$ cat src/rtl/regdep_pkg.sv
package regdep_pkg;
  localparam int unsigned REG_N   = 8;
  localparam int unsigned IDX_W   = $clog2(REG_N);
  localparam int unsigned MASK_W  = REG_N + 2;
  localparam int unsigned PROP_W  = 36;

  // property word fields
  localparam int unsigned P_RD_REG  = 0;
  localparam int unsigned P_RD_RM   = 1;
  localparam int unsigned P_WR_REG  = 2;
  localparam int unsigned P_WR_RM   = 3;
  localparam int unsigned P_RD_LO   = 4;
  localparam int unsigned P_WR_LO   = P_RD_LO + REG_N;
  localparam int unsigned P_MODRM   = P_WR_LO + REG_N;
  localparam int unsigned P_STACK   = P_MODRM + 1;
  localparam int unsigned P_MMX_SP  = P_STACK + 1;
  localparam int unsigned P_MMX_MUL = P_MMX_SP + 1;

  // mask bits
  localparam int unsigned M_STACK = REG_N;
  localparam int unsigned M_MMX   = REG_N + 1;
  localparam int unsigned R_BX = 3, R_SP = 4, R_BP = 5, R_SI = 6, R_DI = 7;

  typedef logic [MASK_W-1:0] mask_t;

  typedef struct packed {
    mask_t addr;
    mask_t src;
    mask_t dst;
  } dep_masks_t;
endpackage

$ cat src/rtl/regdep_field_dec.sv
module regdep_field_dec
  import regdep_pkg::*;
(
  input  logic [7:0]       modrm_i,
  input  logic             byte_op_i,
  output logic [REG_N-1:0] reg_oh_o,
  output logic [REG_N-1:0] rm_oh_o
);
  logic [IDX_W-1:0] idx [2];

  assign idx[0] = modrm_i[5:3];
  assign idx[1] = modrm_i[2:0];

  for (genvar g = 0; g < 2; g++) begin : g_fld
    logic [IDX_W-1:0] eff;
    logic [REG_N-1:0] oh;
    // byte operands: AL..BL / AH..BH alias onto registers 0..3
    assign eff = byte_op_i ? {1'b0, idx[g][1:0]} : idx[g];
    always_comb begin
      oh = '0;
      oh[eff] = 1'b1;
    end
    if (g == 0) begin : g_reg
      assign reg_oh_o = oh;
    end else begin : g_rm
      assign rm_oh_o = oh;
    end
  end
endmodule

$ cat src/rtl/regdep_addr_dec.sv
module regdep_addr_dec
  import regdep_pkg::*;
(
  input  logic        has_modrm_i,
  input  logic        stack_i,
  input  logic        addr32_i,
  input  logic [7:0]  modrm_i,
  input  logic [7:0]  sib_i,
  output mask_t       addr_mask_o
);
  logic [1:0]       md;
  logic [IDX_W-1:0] rm, base, index;

  assign md    = modrm_i[7:6];
  assign rm    = modrm_i[2:0];
  assign base  = sib_i[2:0];
  assign index = sib_i[5:3];

  mask_t m32, m16;

  always_comb begin
    m32 = '0;
    if (rm == 3'd4) begin
      if (base != 3'd5) begin
        m32[base] = 1'b1;
        if (index != 3'd4) m32[index] = 1'b1;
      end
    end else if (!(md == 2'd0 && rm == 3'd5)) begin
      m32[rm] = 1'b1;
    end
  end

  always_comb begin
    m16 = '0;
    if (!(md == 2'd0 && rm == 3'd6)) begin
      unique case (rm)
        3'd0: begin m16[R_BX] = 1'b1; m16[R_SI] = 1'b1; end
        3'd1: begin m16[R_BX] = 1'b1; m16[R_DI] = 1'b1; end
        3'd2: begin m16[R_BP] = 1'b1; m16[R_SI] = 1'b1; end
        3'd3: begin m16[R_BP] = 1'b1; m16[R_DI] = 1'b1; end
        3'd4: m16[R_SI] = 1'b1;
        3'd5: m16[R_DI] = 1'b1;
        3'd6: m16[R_BP] = 1'b1;
        default: m16[R_BX] = 1'b1;
      endcase
    end
  end

  always_comb begin
    addr_mask_o = '0;
    if (has_modrm_i && md != 2'd3) addr_mask_o = addr32_i ? m32 : m16;
    if (stack_i) addr_mask_o[M_STACK] = 1'b1;
  end
endmodule

$ cat src/rtl/regdep_decoder.sv
module regdep_decoder
  import regdep_pkg::*;
(
  input  logic              clk_i,
  input  logic              rst_ni,
  input  logic              valid_i,
  input  logic [PROP_W-1:0] prop_i,
  input  logic [7:0]        modrm_i,
  input  logic [7:0]        sib_i,
  input  logic              byte_op_i,
  input  logic              addr32_i,
  output logic              valid_o,
  output logic [MASK_W-1:0] addr_mask_o,
  output logic [MASK_W-1:0] src_mask_o,
  output logic [MASK_W-1:0] dst_mask_o
);
  logic [REG_N-1:0] reg_oh, rm_oh;
  mask_t            addr_m;
  dep_masks_t       nxt, q;
  logic             mmx;
  logic             unused_prop;

  assign unused_prop = ^prop_i[PROP_W-1:P_MMX_MUL+1];

  regdep_field_dec u_fld (
    .modrm_i   (modrm_i),
    .byte_op_i (byte_op_i),
    .reg_oh_o  (reg_oh),
    .rm_oh_o   (rm_oh)
  );

  regdep_addr_dec u_addr (
    .has_modrm_i (prop_i[P_MODRM]),
    .stack_i     (prop_i[P_STACK]),
    .addr32_i    (addr32_i),
    .modrm_i     (modrm_i),
    .sib_i       (sib_i),
    .addr_mask_o (addr_m)
  );

  assign mmx = prop_i[P_MMX_SP] | prop_i[P_MMX_MUL];

  always_comb begin
    nxt.addr = addr_m;

    nxt.src = '0;
    nxt.src[REG_N-1:0] = (prop_i[P_RD_REG] ? reg_oh : '0)
                       | (prop_i[P_RD_RM]  ? rm_oh  : '0)
                       | prop_i[P_RD_LO +: REG_N];
    nxt.src[M_MMX] = mmx;
    nxt.src = nxt.src | addr_m;

    nxt.dst = '0;
    nxt.dst[REG_N-1:0] = (prop_i[P_WR_REG] ? reg_oh : '0)
                       | (prop_i[P_WR_RM]  ? rm_oh  : '0)
                       | prop_i[P_WR_LO +: REG_N];
    nxt.dst[M_MMX] = mmx;
    if (prop_i[P_STACK]) begin
      nxt.dst[M_STACK] = 1'b1;
      nxt.dst[R_SP]    = 1'b1;
    end
  end

  always_ff @(posedge clk_i or negedge rst_ni) begin
    if (!rst_ni) begin
      valid_o <= 1'b0;
      q       <= '0;
    end else begin
      valid_o <= valid_i;
      if (valid_i) q <= nxt;
    end
  end

  assign addr_mask_o = q.addr;
  assign src_mask_o  = q.src;
  assign dst_mask_o  = q.dst;
endmodule

$ cat config.mk
export PLATFORM = sky130hd
export DESIGN_NAME = regdep_decoder
export DESIGN_NICKNAME = d
export VERILOG_FILES = /design/src/rtl/regdep_pkg.sv /design/src/rtl/regdep_field_dec.sv /design/src/rtl/regdep_addr_dec.sv /design/src/rtl/regdep_decoder.sv
export SDC_FILE = /design/constraint.sdc
export NUM_CORES = 1
export LEC_CHECK = 0
export ABC_AREA = 1
export BUFFER_PORTS_ARGS = -buffer_cell sky130_fd_sc_hd__buf_2
export CORE_ASPECT_RATIO = 1.1
export CORE_MARGIN = 10
export CORE_UTILIZATION = 49
export DETAILED_ROUTE_END_ITERATION = 10
export GPL_TIMING_DRIVEN = 0
export PLACE_DENSITY_LB_ADDON = 0.08
export SLEW_MARGIN = 20
export SYNTH_ARGS = -nofsm -noshare
export SYNTH_HDL_FRONTEND = slang
export SYNTH_SLANG_ARGS = --single-unit
export TNS_END_PERCENT = 1
$ cat constraint.sdc
create_clock -name clk_i -period 1.83 [get_ports clk_i]
set_input_delay 0.0915 -clock clk_i [delete_from_list [all_inputs] [get_ports clk_i]]
set_output_delay 0.0915 -clock clk_i [all_outputs]
set_load 0.005 [all_outputs]
==> results_dict.tcl, run 1 <==
set metrics [dict create \
    status "finished, final reports clean" \
    syn_nets 315 \
    die-width_microns 77.3 \
    regArea_sq_um 676 \
    grt_pass1_wl_microns 9010 \
    io_buffers 66 \
    synth_area_sq_um 1770 \
    final_common_cell "buf_2" \
    ant_nets 0 \
    setup_violations 0 \
    drt_iter0_drc 179 \
    timing.rr.start "src_mask_o[3]" \
    mostFrequentLayoutCells "67 x buf_2, 65 x nand2_1, 36 x nor2_1" \
    path_clk_slew_ns 0.15 \
    die_y_microns 83.0 \
    syn_to_final_growth_pct 26.6 \
    nFillCells 351 \
    post_cts_buffers 0 \
    design.die.area_sq_um 6420 \
    p_leak_nw 1.12 \
    core_area_sq_um 3410 \
    clk_latency_ns 0.33 \
    fin_nets 391 \
    gp_congestion 0.964 \
    cts_hold_buf 5 \
    grt_max_degree 28 \
    synth_area_per_cell_sq_um 6.86 \
    arrival_ns 1.90 \
    post-dp-hpwl_microns 4330 \
    maxCapViolations 0 \
    min_path_type "in -> reg" \
    r2r_cells 2 \
    clockRootBuffer "clkbuf_4" \
    cellPowerDensity_nw_per_um2 586 \
    wirelength_microns 5350 \
    cp_max_fo 10 \
    ff2ff_setup_slack_ns 1.11 \
    antenna_found_initial 0 \
    hold_viol 0 \
    grt_overflow 0 \
    drv_slew 0 \
    drc 0 \
    wire_per_inst_microns 14.0 \
    placed_cells 372 \
    irDropWorstVdd_v 0.000247 \
    start_kind "input port" \
    multi_input_area_sq_um 935 \
    seq_area_frac_synth_pct 38.2 \
    fin_crit_ns 1.61 \
    via_per_inst 5.27 \
    crit_type "in -> reg" \
    rows 22 \
    post-route-period-util_pct 88.2 \
    syn_inst 258 \
    fmax_ghz 0.620 \
    crit_end "src_mask_o[9]" \
    io_pins 88 \
    htreeDepth 1 \
    ys_seq_elements 27 \
    rsz0062_at_grt "false" \
    clockBufferDepth 2 \
    vias 2009 \
    yosysWarnings 0 \
    drive_gt1_share_pct 26.4 \
    worst_setup_path_end_kind "flop" \
    worst_slew_pin_slew_ns 0.590 \
    num_antenna_cells 0 \
    rr_endpoint "src_mask_o[3]" \
    ctsResizeCount 0 \
    start_util_pct 51.8 \
    numCtsBuffers 3 \
    drt-pass1-iter-count 4 \
    slew_headroom_pct 60.7 \
    crit_start "valid_i" \
    stdcell_count 381 \
    clock-skew-final_ns 0 \
    min_path_cells 5 \
    ys_types 26 \
    grtUsageTotal_pct 16.4 \
    grt_pass1_vias 1908 \
    tritoncts "done" \
    cts.sinks 27 \
    required_ns 2.12 \
    setup_tns_ns 0 \
]
worst max-delay path: stages:
cell           delay [ns]
dlygate4sd3_1        0.51
buf_2                0.12
clkbuf_1             0.36
o21ai_0              0.16
dlygate4sd3_1        0.59
nand2_1              0.06
kinds of logic (layout without fill, tap and decap cells):
group	count (synthesis)	count (layout)	share of synthesized area [%]
simple gates	162	162	41.9
other cells	1	1	0.212
buf+inv	34	109	8.98
flops	27	27	38.2
compound gates	34	34	10.7
area by class of cell:
class                           instances  area share [%]
Timing Repair Buffer                   71            17.0
Tap cell                               48            2.68
Sequential cell                        27            30.2
Inverter                               19            3.18
Buffer                                 15            3.91
Clock inverter                          1           0.335
Clock buffer                            3            1.01
Multi-Input combinational cell        197            41.7
how the worst min path moves through the flow:
stage                from              to  slack, ns
6_report       prop_i[11]   src_mask_o[7]       0.03
5_1_grt        prop_i[14]   dst_mask_o[2]       0.03
4_1_cts        prop_i[11]   src_mask_o[7]       0.03
3_5_place_dp       rst_ni   src_mask_o[9]       0.13
3_3_place_gp       rst_ni   src_mask_o[9]       0.13
2_1_floorplan      rst_ni  addr_mask_o[0]      -0.20
where the power goes:
group / switching [mW] / internal (mW)
Combinational: 0.212 / 0.154
Clock: 0.189 / 0.0838
Sequential: 0.0262 / 0.647
Total: 0.427 / 0.885
state kept, by name (all words and copies together), names as in the netlist:
| register | flops |
|---|---|
| addr_mask_o | 8 |
| src_mask_o | 10 |
| dst_mask_o | 8 |
| valid_o | 1 |
metrics by stage:
stage	setup WS, ns	power (mW)	utilization, %	area [sq um]	hold slack (ns)
after floorplan	0.969	0.875	-	1770	-0.204
after global placement	0.694	1.04	63.3	2160	0.130
after global routing	0.0996	1.41	65.6	2240	0.0291
after CTS	0.248	1.32	65.6	2240	0.0332
final	0.217	1.31	65.6	2240	0.0319
after detailed placement	0.674	1.05	63.3	2160	0.133
Yosys cell counts:
cell type  count  area share (%)
nor2_8         1             1.1
nor2_4         2             1.3
nand2_1       65              14
nand4_1       12             4.2
o211ai_1       2            0.85
inv_1         16             3.4
buf_2          1            0.28
nor3_1         8             2.3
a21oi_1        9             2.5
buf_1          1            0.21
inv_2          3            0.64
clkbuf_1       7             1.5
nor2_2         4             1.4
buf_6          2             1.3
dfrtp_1       27              38
nor2_1        36             7.6
a31oi_1        8             2.8
buf_4          4             1.7
o21ai_1        3            0.85
o21ai_0       10             2.8
nand3b_1       3             1.3
nand3_1       30             8.5
nand2_2        1            0.35
conb_1         1            0.21
a211oi_1       1            0.42
o21a_1         1            0.42
layer usage:
| metal | wire length [microns] | up-vias | GRT usage, % | share of wire, % |
|---|---|---|---|---|
| li1 | - | 1001 | - | - |
| met2 | 2540 | 80 | 25.5 | 47 |
| met3 | 499 | 8 | 3.77 | 9.3 |
| met1 | 2220 | 920 | 21.7 | 41 |
| met5 | 0 | - | 0 | 0 |
| met4 | 91 | 0 | 5.78 | 1.7 |
(Power assumes the default switching activity.)
==> run 2, diff against run 1 <==
Settings changed: CORE_UTILIZATION 49 to 30, GPL_TIMING_DRIVEN 0 to 1.
Clock period 1.83 ns to 1.6 ns, I/O delays scaled along.
==> run 2 against run 1 <==
  * Die area increased by 46%
  * Register-to-register slack worse by 0.21 ns
  * Worst setup slack better by 0.47 ns
  * Largest power group unchanged
  * First-iteration DRC count fell by 30%
  * Final cell count increased by 5.0%
  * Clock skew is the same
  * Critical endpoint is now dst_mask_o[8]
  * Largest cell class unchanged
  * Sequential cell count did not move
  * Highest routed layer unchanged
==> results_dict.tcl, run 2 (synthesis results as in run 1) <==
set metrics [dict create \
    clock-skew-final_ns 0 \
    ctsResizeCount 0 \
    worst_setup_path_end_kind "primary output" \
    cellPowerDensity_nw_per_um2 717 \
    required_ns 1.52 \
    start_util_pct 30.9 \
    min_path_type "in -> reg" \
    cp_slowest_cell "dfrtp_1" \
    die-width_microns 93.2 \
    start_kind "flop" \
    mostFrequentLayoutCells "72 x buf_2, 65 x nand2_1, 36 x nor2_1" \
    grt_max_degree 28 \
    power.switching_mw 0.512 \
    irDropWorstVdd_v 0.000344 \
    worstHoldEndpoint "src_mask_o[9]" \
    post-route-period-util_pct 56.9 \
    min_path_cells 3 \
    via_per_inst 4.76 \
    power_frac_seq_pct 48.4 \
    p_int_mw 1.08 \
    wirelength_microns 5910 \
    final_common_cell "buf_2" \
    status "finished, final reports clean" \
    vias 1904 \
    rows 29 \
    fin_nets 381 \
    io_buffers 72 \
    min-delay-start "prop_i[22]" \
    regArea_sq_um 676 \
    drt_iter0_drc 126 \
    setup_violations 0 \
    numCtsBuffers 3 \
    hold_viol 0 \
    nFillCells 684 \
    path_clk_slew_ns 0.11 \
    gp_congestion 0.855 \
    drv_slew 0 \
    arrival_ns 0.83 \
    fin_crit_ns 0.911 \
    worst_slew_pin_slew_ns 0.632 \
    maxCapViolations 0 \
    stdcell_count 400 \
    setup_tns_ns 0 \
    clockRootBuffer "clkbuf_8" \
    cts.sinks 27 \
    antenna_found_initial 0 \
    slew_headroom_pct 57.9 \
    drive_gt1_share_pct 27.9 \
    largest_register_ffs 10 \
    crit_buf_inv 1 \
    placed_cells 395 \
    multi_input_area_sq_um 935 \
    critical_path.cell_chain "buf_2" \
    ff2ff_setup_slack_ns 0.90 \
    syn_to_final_growth_pct 25.5 \
    p_comb_share_pct 25.4 \
    die_y_microns 101 \
    timing.rr.start "src_mask_o[3]" \
    io_pins 88 \
    tritoncts "done" \
    p_clk_share_pct 26.2 \
    grt_overflow 0 \
    post_cts_buffers 0 \
    clk_latency_ns 0.28 \
    wire_per_inst_microns 14.8 \
    drt-pass1-iter-count 4 \
    cp_max_fo 4 \
    grt_pass1_vias 1930 \
    r2r_cells 2 \
    core_area_sq_um 5730 \
    ant_nets 0 \
    max_stage_delay_ns 0.41 \
    grt_pass1_wl_microns 9670 \
    rsz0062_at_grt "false" \
    p_leak_nw 1.10 \
    clockBufferDepth 2 \
    cp_top_family "flip-flops" \
    fmax_ghz 1.10 \
    num_antenna_cells 0 \
    cts_hold_buf 1 \
    grtUsageTotal_pct 12.6 \
    drc 0 \
    design.die.area_sq_um 9370 \
    htreeDepth 1 \
    crit_type "reg -> out" \
    swShare_pct 32.2 \
    rr_endpoint "src_mask_o[3]" \
    post-dp-hpwl_microns 4860 \
]
[run 2: cell types whose count changed in the layout (fill, tap and decap cells not counted), sizes merged]
cell | before | now
clkbuf | 10 | 3
dlygate4sd3 | 5 | 1
buf | 74 | 75
[run 2: worst min-delay path, cell delays in order]
cell and delay, ns:
buf_2 0.07, o21ai_0 0.06, nand2_1 0.05
[run 2: worst max-delay path by stage]
stage | start | to | slack [ns] | depth (start not counted)
global placement | modrm_i[1] | src_mask_o[5] | 0.48 | 7
finish | src_mask_o[8] | dst_mask_o[8] | 0.69 | 1
floorplan | modrm_i[1] | src_mask_o[2] | 0.75 | 8
detailed placement | modrm_i[1] | src_mask_o[5] | 0.45 | 7
CTS | src_mask_o[8] | dst_mask_o[8] | 0.69 | 1
global route | modrm_i[0] | src_mask_o[1] | 0.61 | 7
[run 2: final cells by class]
| type | count | share of cell area, % |
|---|---|---|
| well taps | 77 | 4.34 |
| clock inverters | 1 | 0.338 |
| clock buffers | 3 | 1.86 |
| multi-input cells | 197 | 42.1 |
| repair buffers | 76 | 17.7 |
| inverters | 19 | 3.21 |
| flip-flops and latches | 27 | 30.4 |
[run 2: through the flow]
| step | area, sq um | util, % | worst slack [ns] | hold WS [ns] | power, mW |
|---|---|---|---|---|---|
| after global routing | 2220 | 38.7 | 0.611 | 0.0252 | 1.69 |
| after floorplan | 1770 | - | 0.751 | -0.216 | 1.00 |
| final | 2220 | 38.7 | 0.689 | 0.00962 | 1.59 |
| after global placement | 2160 | 37.7 | 0.476 | 0.143 | 1.19 |
| after CTS | 2220 | 38.7 | 0.686 | 0.0104 | 1.61 |
| after detailed placement | 2160 | 37.7 | 0.455 | 0.144 | 1.19 |
[run 2: metal layers]
layer	wire length, microns	global-route usage [%]	up-vias
li1	-	-	991
met1	2980	17.4	851
met2	2570	19.3	58
met3	286	2.53	4
met4	65	3.56	0
met5	0	0	-
[run 2: power groups by stage]
| stage | clock network [mW] | logic [mW] | registers [mW] |
|---|---|---|---|
| CTS | 0.424 | 0.412 | 0.770 |
| floorplan | 0 | 0.211 | 0.790 |
| global route | 0.445 | 0.467 | 0.777 |
| detailed placement | 0 | 0.410 | 0.784 |
| global placement | 0 | 0.406 | 0.783 |
| finish | 0.417 | 0.404 | 0.770 |
==> run 3, diff against run 2 <==
Settings changed: ABC_AREA 1 to 0.
Clock period 1.6 ns to 0.9 ns, I/O delays scaled along.
==> run 3 against run 2 <==
  * The flow now finishes with violations (setup timing)
  * Critical path type is now in -> reg
  * Hold slack better by 0.016 ns
  * Worst setup slack worse by 0.80 ns
  * Non-clock buffer count is 33 higher
  * Final cell count is 9.5% lower
  * Final area is 16% higher
  * Clock power is 69% higher
  * Area after synthesis is 4.7% lower
  * Clock skew stayed put
  * Routed wire length is 0.91% lower
  * Global-route usage is 0.39 points lower
  * Clock-buffer cell count stayed put
  * First-iteration DRC count is 44% lower
==> results_dict.tcl, run 3 <==
set metrics [dict create \
    status "finished, violations left" \
    violations "setup timing" \
    synth_xor_area_share_pct 0 \
    critical_path.cell_chain "buf_8, or2_4, or4b_4, a21boi_2, mux2_4" \
    fin_crit_ns 1.01 \
    maxCapViolations 0 \
    tritoncts "done" \
    wirelength_microns 5850 \
    num_antenna_cells 0 \
    use_met1_pct 14.8 \
    htreeDepth 1 \
    placed_cells 356 \
    syn_inst 188 \
    numCtsBuffers 3 \
    grt_overflow 0 \
    synth_top_cell_area_share_pct 40.1 \
    p_leak_nw 1.19 \
    grt_use_met2_pct 20.9 \
    synth_top_family_by_area "compound AO/OA/AOI/OAI gates" \
    fin_nets 345 \
    ant_nets 0 \
    synth-async-reset-ratio_pct 100 \
    io_buffers 72 \
    die_y_microns 98.6 \
    ff2ff_setup_slack_ns 0.03 \
    p_total_mw 2.94 \
    die-width_microns 91.5 \
    min_path_type "in -> reg" \
    required_ns 1.12 \
    synthMostInstantiatedCell "dfrtp_1" \
    hold_viol 0 \
    cp_slowest_cell "or4b_4" \
    wire_per_inst_microns 16.2 \
    path_clk_slew_ns 0.10 \
    place_worst_setup_slack_ns -0.503 \
    grt_pass1_wl_microns 9240 \
    synth_commonest_cells "27 x dfrtp_1, 17 x nor2_1, 12 x nand2b_1" \
    synthFlopType "dfrtp_1" \
    max_stage_delay_ns 0.52 \
    yosysWarnings 0 \
    crit_type "in -> reg" \
    gp_congestion 0.860 \
    synth_area_leaders "dfrtp_1 40%, nand2b_1 4.5%, nor2_1 3.8%, mux2_2 3.3%, o22ai_1 3.3%" \
    cellPowerDensity_nw_per_um2 1140 \
    setup_slack_ns -0.115 \
    nFillCells 554 \
    final_common_cell "buf_2" \
    rsz0062_at_grt "true" \
    clockRootBuffer "clkbuf_8" \
    synth.area.mux_share_pct 3.34 \
    synth_area_per_cell_sq_um 8.97 \
    synth_area_leader_cell "dfrtp_1" \
    mostFrequentLayoutCells "69 x buf_2, 31 x buf_4, 27 x dfrtp_1" \
    clk_latency_ns 0.27 \
    post-route-period-util_pct 113 \
    via_per_inst 5.05 \
    synth_compound_area_share_pct 27.3 \
    post_cts_buffers 0 \
    placed_area_sq_um 2370 \
    io_pins 88 \
    drv_slew 0 \
    clockBufferDepth 2 \
    largest_register_ffs 10 \
    synth_edf_count 0 \
    ys_seq_elements 27 \
    syn_nets 245 \
    vias 1828 \
    yosys.area_share.simple_pct 23.4 \
    worst_setup_path_end_kind "flop" \
    design.die.area_sq_um 9020 \
    grt_pass1_vias 1866 \
    core_area_sq_um 5430 \
    syn_to_final_growth_pct 53.3 \
    irDropWorstVdd_v 0.000538 \
    ys_types 50 \
    fmax_ghz 0.985 \
    seq_area_frac_synth_pct 40.1 \
    drc 0 \
    multi_input_area_sq_um 1040 \
    cts.sinks 27 \
    synth_fa_ha_area_share_pct 0 \
    post-dp-hpwl_microns 4830 \
    grt_max_degree 28 \
    arrival_ns 1.24 \
    setup_tns_ns -0.385 \
    regArea_sq_um 676 \
    grtUsageTotal_pct 12.2 \
    cp_max_fo 3 \
    synth_area_sq_um 1690 \
    rows 28 \
    grt_use_met3_pct 2.43 \
    antenna_found_initial 0 \
    busiest_layer "met2" \
    drt_iter0_drc 70 \
    drive_gt1_share_pct 49.1 \
    start_kind "input port" \
    clock-skew-final_ns 0 \
    stdcell_area_sq_um 2580 \
    drt-pass1-iter-count 4 \
    setup_violations 7 \
    stdcell_count 362 \
    start_util_pct 31.1 \
]
==> run 3: cell count changes in the layout (fill, tap and decap cells not counted), sizes merged, moves of 12 or more <==
cell | previous run | this run
buf | 75 | 107
nand2b | 0 | 12
nor2 | 43 | 17
nand2 | 66 | 10
nand3 | 30 | 3
inv | 19 | 7
nand4 | 12 | 0
==> run 3: final cells by class <==
| class | instances | share of cell area [%] |
|---|---|---|
| Clock buffer | 3 | 1.60 |
| Multi-Input combinational cell | 140 | 40.1 |
| Timing Repair Buffer | 109 | 27.3 |
| Tap cell | 75 | 3.63 |
| Clock inverter | 1 | 0.194 |
| Sequential cell | 27 | 26.1 |
| Inverter | 7 | 1.02 |
==> run 3: metal layers <==
metal / vias to the layer above / part of all wire [%]
met5: - / 0
met4: 0 / 1.0
met3: 6 / 5.0
met2: 52 / 50
met1: 863 / 44
li1: 907 / -
==> run 3: worst max-delay path: cells and delay by family <==
| family | cells | cell delay (ns) |
|---|---|---|
| AOI/OAI and AO/OA | 1 | 0.17 |
| buffers and inverters | 1 | 0.10 |
| muxes | 1 | 0.16 |
| and+or+nand+nor | 2 | 0.76 |
==> run 3: timing repair <==
action	CTS	global route
hold endpoints to repair	28	0
cloned	0	0
setup endpoints to repair	17	22
pin swaps	9	5
hold buffers	2	0
resized for setup	24	10
==> run 3: logic make-up (layout without fill, tap and decap cells) <==
| kind of cell | Yosys count | in the layout |
|---|---|---|
| flip-flops | 27 | 27 |
| AND/OR/NAND/NOR | 71 | 71 |
| AO/OA/AOI/OAI | 63 | 63 |
| other | 1 | 1 |
| buffers and inverters | 21 | 120 |
| multiplexers | 5 | 5 |
==> run 3: path summary, 6_finish.rpt <==
| kind | to | cells after the start | start |
|---|---|---|---|
| setup / recovery | addr_mask_o[7] | 5 | modrm_i[0] |
| setup reg to reg | src_mask_o[3] | 2 | src_mask_o[3] |
| min in group asynchronous | src_mask_o[8] | 3 | rst_ni |
| hold / removal | src_mask_o[8] | 2 | prop_i[21] |
| hold reg to reg | dst_mask_o[1] | 1 | dst_mask_o[1] |
| max in group asynchronous | dst_mask_o[5] | 3 | rst_ni |
==> run 3: report_power, final <==
part	switching (mW)	internal, mW	leakage (nW)
registers	0.0498	1.31	0.317
clock network	0.393	0.310	0.0255
logic	0.428	0.451	0.847
total	0.871	2.07	1.19
==> run 3: per-stage QoR <==
step | hold WS (ns) | util, %
final | 0.0258 | 47.6
after detailed placement | 0.0676 | 43.7
after global placement | 0.0668 | 43.7
after floorplan | -0.251 | -
after CTS | 0.0251 | 46.7
after global routing | 0.0418 | 47.6
